$ cat src/rtl/dmac_pkg.sv
package dmac_pkg;
    typedef enum logic [2:0] {
        ST_IDLE,
        ST_FETCH,
        ST_LAUNCH,
        ST_MOVE,
        ST_FINISH
    } seq_state_e;

    localparam int CB_WORDS = 8;
    localparam int CB_IDX_W = $clog2(CB_WORDS);

    // word positions inside a control block (fixed by the memory layout)
    localparam int W_INFO   = 0;
    localparam int W_SRC    = 1;
    localparam int W_DST    = 2;
    localparam int W_LEN    = 3;
    localparam int W_STRIDE = 4;
    localparam int W_NEXT   = 5;

    // register byte offsets
    localparam logic [5:0] RA_CS     = 6'h00;
    localparam logic [5:0] RA_CB     = 6'h04;
    localparam logic [5:0] RA_INFO   = 6'h08;
    localparam logic [5:0] RA_SRC    = 6'h0C;
    localparam logic [5:0] RA_DST    = 6'h10;
    localparam logic [5:0] RA_LEN    = 6'h14;
    localparam logic [5:0] RA_STRIDE = 6'h18;
    localparam logic [5:0] RA_NEXT   = 6'h1C;
    localparam logic [5:0] RA_DBG    = 6'h20;

    // control/status bit positions
    localparam int CS_ACTIVE = 0;
    localparam int CS_END    = 1;
    localparam int CS_INT    = 2;
    localparam int CS_PAUSED = 4;
    localparam int CS_WAITWR = 6;
    localparam int CS_SKIP   = 30;
    localparam int CS_RESET  = 31;
    localparam int DBG_LITE  = 28;
    localparam int INFO_IEN  = 0;
endpackage

$ cat src/rtl/dmac_cb_fetch.sv
module dmac_cb_fetch
    import dmac_pkg::*;
#(
    parameter int AW = 32
) (
    input  logic                clk,
    input  logic                rst_n,
    input  logic                go,
    input  logic                flush,
    input  logic [AW-1:0]       base,
    input  logic                mem_rd_rdy,
    output logic                mem_rd_req,
    output logic [AW-1:0]       mem_rd_addr,
    output logic                cap_en,
    output logic [CB_IDX_W-1:0] cap_idx,
    output logic                last
);
    localparam logic [CB_IDX_W-1:0] IDX_LAST = CB_IDX_W'(CB_WORDS - 1);

    logic [CB_IDX_W-1:0] idx_q;
    logic                hs;

    assign mem_rd_req  = go;
    assign hs          = go && mem_rd_rdy && !flush;
    assign mem_rd_addr = base + {{(AW-CB_IDX_W-2){1'b0}}, idx_q, 2'b00};
    assign cap_en      = hs;
    assign cap_idx     = idx_q;
    assign last        = hs && (idx_q == IDX_LAST);

    always_ff @(posedge clk) begin
        if (!rst_n || flush) begin
            idx_q <= '0;
        end else if (hs) begin
            idx_q <= (idx_q == IDX_LAST) ? '0 : idx_q + 1'b1;
        end
    end
endmodule

$ cat src/rtl/dmac_seq_fsm.sv
module dmac_seq_fsm
    import dmac_pkg::*;
(
    input  logic       clk,
    input  logic       rst_n,
    input  logic       active,
    input  logic       cb_nz,
    input  logic       fetch_last,
    input  logic       mv_done,
    input  logic       skip_req,
    input  logic       soft_rst,
    output seq_state_e state_q,
    output logic       fetch_go,
    output logic       mv_start,
    output logic       mv_kill,
    output logic       blk_done,
    output logic       skip
);
    seq_state_e state_d;

    always_ff @(posedge clk) begin
        if (!rst_n) state_q <= ST_IDLE;
        else        state_q <= state_d;
    end

    always_comb begin
        state_d  = state_q;
        fetch_go = 1'b0;
        mv_start = 1'b0;
        mv_kill  = 1'b0;
        blk_done = 1'b0;
        skip     = 1'b0;
        unique case (state_q)
            ST_IDLE: begin
                if (!soft_rst && active && cb_nz) state_d = ST_FETCH;
            end
            ST_FETCH: begin
                fetch_go = 1'b1;
                if (soft_rst)        state_d = ST_IDLE;
                else if (fetch_last) state_d = ST_LAUNCH;
            end
            ST_LAUNCH: begin
                if (soft_rst) begin
                    state_d = ST_IDLE;
                end else if (active) begin
                    mv_start = 1'b1;
                    state_d  = ST_MOVE;
                end
            end
            ST_MOVE: begin
                if (soft_rst) begin
                    mv_kill = 1'b1;
                    state_d = ST_IDLE;
                end else if (skip_req) begin
                    mv_kill = 1'b1;
                    skip    = 1'b1;
                    state_d = ST_IDLE;
                end else if (mv_done) begin
                    state_d = ST_FINISH;
                end
            end
            ST_FINISH: begin
                blk_done = 1'b1;
                state_d  = ST_IDLE;
            end
            default: state_d = ST_IDLE;
        endcase
    end
endmodule

$ cat src/rtl/dmac_chan_seq.sv
module dmac_chan_seq
    import dmac_pkg::*;
#(
    parameter int AW   = 32,
    parameter int DW   = 32,
    parameter int RAW  = 6,
    parameter bit LITE = 1'b0
) (
    input  logic           clk,
    input  logic           rst_n,
    input  logic           reg_wr_en,
    input  logic [RAW-1:0] reg_wr_addr,
    input  logic [DW-1:0]  reg_wr_data,
    input  logic [RAW-1:0] reg_rd_addr,
    output logic [DW-1:0]  reg_rd_data,
    output logic           mem_rd_req,
    output logic [AW-1:0]  mem_rd_addr,
    input  logic           mem_rd_rdy,
    input  logic [DW-1:0]  mem_rd_data,
    output logic           mv_start,
    output logic [DW-1:0]  mv_info,
    output logic [AW-1:0]  mv_src,
    output logic [AW-1:0]  mv_dst,
    output logic [DW-1:0]  mv_len,
    output logic           mv_kill,
    input  logic           mv_done,
    input  logic           mv_wr_pend,
    output logic           irq
);
    localparam int LEN_W = LITE ? 16 : 30;

    seq_state_e          state_q;
    logic                act_q, end_q, int_q;
    logic [AW-1:0]       cb_q, src_q, dst_q, next_q;
    logic [DW-1:0]       info_q, stride_q;
    logic [LEN_W-1:0]    len_q;
    logic                cs_wr, soft_rst, skip_req, cb_wr;
    logic                fetch_go, fetch_last, cap_en, blk_done, skip;
    logic [CB_IDX_W-1:0] cap_idx;

    assign cs_wr    = reg_wr_en && (reg_wr_addr == RAW'(RA_CS));
    assign soft_rst = cs_wr && reg_wr_data[CS_RESET];
    assign skip_req = cs_wr && reg_wr_data[CS_SKIP] && !reg_wr_data[CS_RESET];

    dmac_seq_fsm u_fsm (
        .clk        (clk),
        .rst_n      (rst_n),
        .active     (act_q),
        .cb_nz      (cb_q != '0),
        .fetch_last (fetch_last),
        .mv_done    (mv_done),
        .skip_req   (skip_req),
        .soft_rst   (soft_rst),
        .state_q    (state_q),
        .fetch_go   (fetch_go),
        .mv_start   (mv_start),
        .mv_kill    (mv_kill),
        .blk_done   (blk_done),
        .skip       (skip)
    );

    dmac_cb_fetch #(.AW(AW)) u_fetch (
        .clk         (clk),
        .rst_n       (rst_n),
        .go          (fetch_go),
        .flush       (soft_rst),
        .base        (cb_q),
        .mem_rd_rdy  (mem_rd_rdy),
        .mem_rd_req  (mem_rd_req),
        .mem_rd_addr (mem_rd_addr),
        .cap_en      (cap_en),
        .cap_idx     (cap_idx),
        .last        (fetch_last)
    );

    assign cb_wr = reg_wr_en && (reg_wr_addr == RAW'(RA_CB)) && (state_q == ST_IDLE);

    always_ff @(posedge clk) begin
        if (!rst_n || soft_rst) begin
            act_q <= 1'b0;
            end_q <= 1'b0;
            int_q <= 1'b0;
        end else begin
            if (cs_wr) begin
                act_q <= reg_wr_data[CS_ACTIVE];
                if (reg_wr_data[CS_END]) end_q <= 1'b0;
                if (reg_wr_data[CS_INT]) int_q <= 1'b0;
            end
            if (blk_done) begin
                end_q <= 1'b1;
                if (info_q[INFO_IEN]) int_q <= 1'b1;
            end
        end
    end

    always_ff @(posedge clk) begin
        if (!rst_n || soft_rst)    cb_q <= '0;
        else if (blk_done || skip) cb_q <= next_q;
        else if (cb_wr)            cb_q <= AW'(reg_wr_data);
    end

    always_ff @(posedge clk) begin
        if (!rst_n || soft_rst) begin
            info_q   <= '0;
            src_q    <= '0;
            dst_q    <= '0;
            len_q    <= '0;
            stride_q <= '0;
            next_q   <= '0;
        end else if (cap_en) begin
            case (int'(cap_idx))
                W_INFO:   info_q   <= mem_rd_data;
                W_SRC:    src_q    <= AW'(mem_rd_data);
                W_DST:    dst_q    <= AW'(mem_rd_data);
                W_LEN:    len_q    <= mem_rd_data[LEN_W-1:0];
                W_STRIDE: stride_q <= mem_rd_data;
                W_NEXT:   next_q   <= AW'(mem_rd_data);
                default:  ;
            endcase
        end
    end

    always_comb begin
        reg_rd_data = '0;
        case (reg_rd_addr)
            RAW'(RA_CS): begin
                reg_rd_data[CS_ACTIVE] = act_q;
                reg_rd_data[CS_END]    = end_q;
                reg_rd_data[CS_INT]    = int_q;
                reg_rd_data[CS_PAUSED] = !act_q;
                reg_rd_data[CS_WAITWR] = mv_wr_pend;
            end
            RAW'(RA_CB):     reg_rd_data = DW'(cb_q);
            RAW'(RA_INFO):   reg_rd_data = info_q;
            RAW'(RA_SRC):    reg_rd_data = DW'(src_q);
            RAW'(RA_DST):    reg_rd_data = DW'(dst_q);
            RAW'(RA_LEN):    reg_rd_data = DW'(len_q);
            RAW'(RA_STRIDE): reg_rd_data = stride_q;
            RAW'(RA_NEXT):   reg_rd_data = DW'(next_q);
            RAW'(RA_DBG):    reg_rd_data[DBG_LITE] = LITE;
            default:         reg_rd_data = '0;
        endcase
    end

    assign mv_info = info_q;
    assign mv_src  = src_q;
    assign mv_dst  = dst_q;
    assign mv_len  = DW'(len_q);
    assign irq     = int_q;
endmodule

$ cat config.mk
export PLATFORM = sky130hd
export DESIGN_NAME = dmac_chan_seq
export DESIGN_NICKNAME = d
export VERILOG_FILES = /design/src/rtl/dmac_pkg.sv /design/src/rtl/dmac_cb_fetch.sv /design/src/rtl/dmac_seq_fsm.sv /design/src/rtl/dmac_chan_seq.sv
export SDC_FILE = /design/constraint.sdc
export NUM_CORES = 1
export LEC_CHECK = 0
export ABC_AREA = 1
export BUFFER_PORTS_ARGS = -buffer_cell sky130_fd_sc_hd__buf_4
export CAP_MARGIN = 20
export CORE_AREA = 2 2 145 147
export CTS_BUF_LIST = sky130_fd_sc_hd__clkbuf_2
export DETAILED_ROUTE_END_ITERATION = 6
export DIE_AREA = 0 0 147 149
export PLACE_DENSITY_LB_ADDON = 0.3
export SETUP_SLACK_MARGIN = 0.02
export SYNTH_ARGS = -nofsm -noshare
export SYNTH_HDL_FRONTEND = slang
export SYNTH_SLANG_ARGS = --single-unit
$ cat constraint.sdc
create_clock -name clk -period 3.5 [get_ports clk]
set_clock_uncertainty 0.1 [all_clocks]
set_input_delay 0.7 -clock clk [delete_from_list [all_inputs] [get_ports clk]]
set_output_delay 0.7 -clock clk [all_outputs]
set_load 0.03 [all_outputs]
==> results.json <==
{
  "clockPowerShare": 0.312,
  "synthesis.instances": 1521,
  "wire_per_inst_um": 19.46,
  "dr_total_vias": 12320,
  "io_pins": 278,
  "tritoncts": "done",
  "portBuffers": 275,
  "drive_above_1_share": 0.2576,
  "cpPeakStageDelay_ps": 380,
  "num_rows": 53,
  "final_area_um2": 14030,
  "synth.ff_latch_count": 231,
  "place_congestion": 0.9771,
  "p_comb_frac": 0.164,
  "grt_max_degree": 181,
  "first_iter_violations": 1278,
  "netlist_top_cells_area": "dfxtp_1 42%, a21oi_1 11%, inv_1 8.0%, o21ai_0 7.7%, nand2_1 5.6%",
  "max-vdd-ir-drop_uv": 267.1,
  "path_delay_family": "simple AND/OR/NAND/NOR gates",
  "drt_wl_total_um": 41020,
  "cts_buffer_depth": 3,
  "p_sw_uw": 1694,
  "hold_buffers": 0,
  "critPathBufInv": 3,
  "max_freq_ghz": 0.2818,
  "ant_nets": 0,
  "antenna_found_initial": 1,
  "insertion_delay_ps": 810,
  "synth-compound-area-share": 0.2772,
  "r2r_end": "mv_dst[4]",
  "gr-total-overflow": 0,
  "synth_top_family_by_area": "compound AO/OA/AOI/OAI gates",
  "fin_total_pwr_uw": 5345,
  "grt_pass1_wl_um": 62270,
  "setup_violations": 6,
  "cts.clk_slew.worst_paths_ps": 110,
  "syn_area_um2": 11050,
  "yosys.area_share.simple": 0.1439,
  "crit_chain": "ha_4, inv_2, fa_2, inv_2, nand2_2, a21oi_2, nand2_1, nor2_2, nand3_2, nor2_2, xor2_1, buf_4",
  "end_kind": "output pin",
  "viasPerCell": 5.844,
  "place_ws_ps": 258.9,
  "seq_area_um2": 4654,
  "place_area_um2": 13310,
  "multi_input_area_um2": 5165,
  "crit_path_max_fanout": 3,
  "first_pass_iters": 5,
  "violations": "setup timing",
  "area_delta_synth_final_pct": 26.99,
  "fillers": 1813,
  "slew_violations": 0,
  "die_area_um2": 21900,
  "cts_buffers": 58,
  "power.density_nw_per_um2": 381.1,
  "sequentialPowerShare": 0.524,
  "hpwl_um": 28460,
  "required_ps": 2700,
  "htree_levels": 2,
  "reg2reg_depth": 6,
  "drv_cap": 0,
  "yosysTopAreaCellShare": 0.4187,
  "worstSetupPathType": "reg2out",
  "maxSlewHeadroom": 0.3886,
  "synth_cell_types": 43,
  "clock_sinks": 231,
  "critPathLaunchType": "flip-flop",
  "coreArea_um2": 20560,
  "status": "finished with violations",
  "chipHeight_um": 149,
  "ys_warn_count": 0,
  "drc_errors": 0,
  "min_from": "rst_n",
  "start_util": 0.5373,
  "p_leak_uw": 0.005563,
  "synth_adder_area_share": 0.01201,
  "hold_end": "u_fsm.state_q[0]",
  "layout.nets": 1893,
  "grt_util_all_layers": 0.3606,
  "syn_avg_cell_area_um2": 7.262,
  "rsz0062_at_grt": "true",
  "grt_pass1_vias": 11480,
  "finalHoldViolCount": 0,
  "period_needed_ps": 3549,
  "power.internal_uw": 3652,
  "holdPathStages": 3,
  "synth.area.mux_share": 0,
  "fin_ws_ps": -48.54,
  "post-route-period-util": 1.014,
  "reg2reg_slack_ps": 590,
  "synth_top_cell_by_area": "dfxtp_1",
  "seq_area_frac_synth": 0.4187,
  "hold_path.class": "in2reg",
  "r2r_start": "u_fsm.state_q[1]",
  "synth-xor-area-share": 0.02141,
  "sw_frac_of_total": 0.3169,
  "die_w_um": 147,
  "tightest_slew_ps": 916.1,
  "critPathArrivalTime_ps": 2750,
  "cp_slowest_cell": "dfxtp_4",
  "cts_root_buffer": "clkbuf_2",
  "hold_slack_ps": 35.57
}
[synthesized netlist by cell type, drive strengths merged]
library cell / n
fa: 1
a22oi: 26
dfxtp: 231
xor2: 25
xnor2: 2
o21ai: 197
clkbuf: 65
conb: 1
a31oi: 19
o221ai: 2
a211oi: 2
o22ai: 47
nor3b: 1
nor3: 16
ha: 9
o211ai: 8
a21oi: 250
nand3: 54
nor4: 3
nand3b: 2
buf: 38
inv: 236
nor2: 66
clkinv: 3
nand4: 36
nand2: 169
o2111ai: 12
[through the flow]
step / TNS (ps) / utilization / std cells
floorplan: 0 / - / 1522
global placement: 0 / 0.6474 / 2005
detailed placement: 0 / 0.6474 / 2005
CTS: -586.4 / 0.6780 / 2104
global route: -1440 / 0.6823 / 2108
finish: -193.1 / 0.6823 / 2108
[registers in the layout, indices dropped and copies added, names as in the netlist]
name and cells:
cb_q 32, mv_dst 32, mv_info 32, mv_src 32
next_q 32, stride_q 32, len_q 30, u_fetch.cap_idx 3
u_fsm.state_q 3, act_q 1, end_q 1, irq 1
[worst reg2reg max path, cell delays in order, from the launching register on]
cell	delay [ps]
dfxtp_1	390
nor3_4	310
nand2_2	140
nor2_8	500
nand3_4	780
o21ai_0	480
a21oi_1	80
[cell families (layout without fill, tap and decap cells)]
family	count (synthesis)	count (layout)
fa+ha+maj	10	10
compound gates	563	563
simple gates	347	347
buf+inv	342	652
flops	231	231
xor+xnor	27	27
other cells	1	3
[per-layer routing]
metal,global-route usage,routed length [um]
met1,0.4800,15810
met2,0.5641,18190
met3,0.08226,5208
met4,0.1601,1810
met5,0,0
[repair_timing]
item	CTS	global route
endpoints found under the setup margin	19	23
setup buffers	8	3
pin swaps	8	11
resized for setup	35	25
[cell usage in the layout (no fill, tap or decap), drive strengths merged]
cell,instances
nor2,66
ha,9
xor2,25
fa,1
nor3b,1
a211oi,2
o22ai,47
dfxtp,231
o211ai,8
nand3b,2
xnor2,2
o21ai,197
nand3,54
nor3,16
conb,2
a21oi,250
o221ai,2
nor4,3
nand4,36
diode,1
clkbuf,85
o2111ai,12
inv,237
buf,322
a22oi,26
a31oi,19
clkinv,7
nand2,169
clkinvlp,1
[power groups by stage]
stage	sequential [uW]	combinational [uW]	clock (uW)
after global placement	2860	841	0
after CTS	2800	864	1680
after global routing	2810	942	1820
after detailed placement	2860	853	0
after floorplan	2980	385	0
final	2800	875	1670
[final cells by class]
cell class / count / area share
multi-input combinational: 949 / 0.3682
clock inverter: 6 / 0.001873
tap: 275 / 0.02453
inverter: 239 / 0.06431
clock buffer: 85 / 0.03033
antenna: 1 / 0.0001784
sequential: 231 / 0.3318
timing repair buffer: 322 / 0.1788
[how the worst max path moves through the flow]
stage | from | end | slack (ps) | depth (start not counted)
floorplan | u_fetch.cap_idx[0] | mem_rd_addr[20] | 410 | 11
global placement | cb_q[3] | mem_rd_addr[20] | 360 | 11
detailed placement | u_fetch.cap_idx[0] | mem_rd_addr[20] | 260 | 12
CTS | u_fetch.cap_idx[0] | mem_rd_addr[20] | -190 | 12
global route | cb_q[2] | mem_rd_addr[20] | -250 | 12
finish | cb_q[2] | mem_rd_addr[20] | -50 | 12
Note: power is estimated with default switching activity, not from simulation.
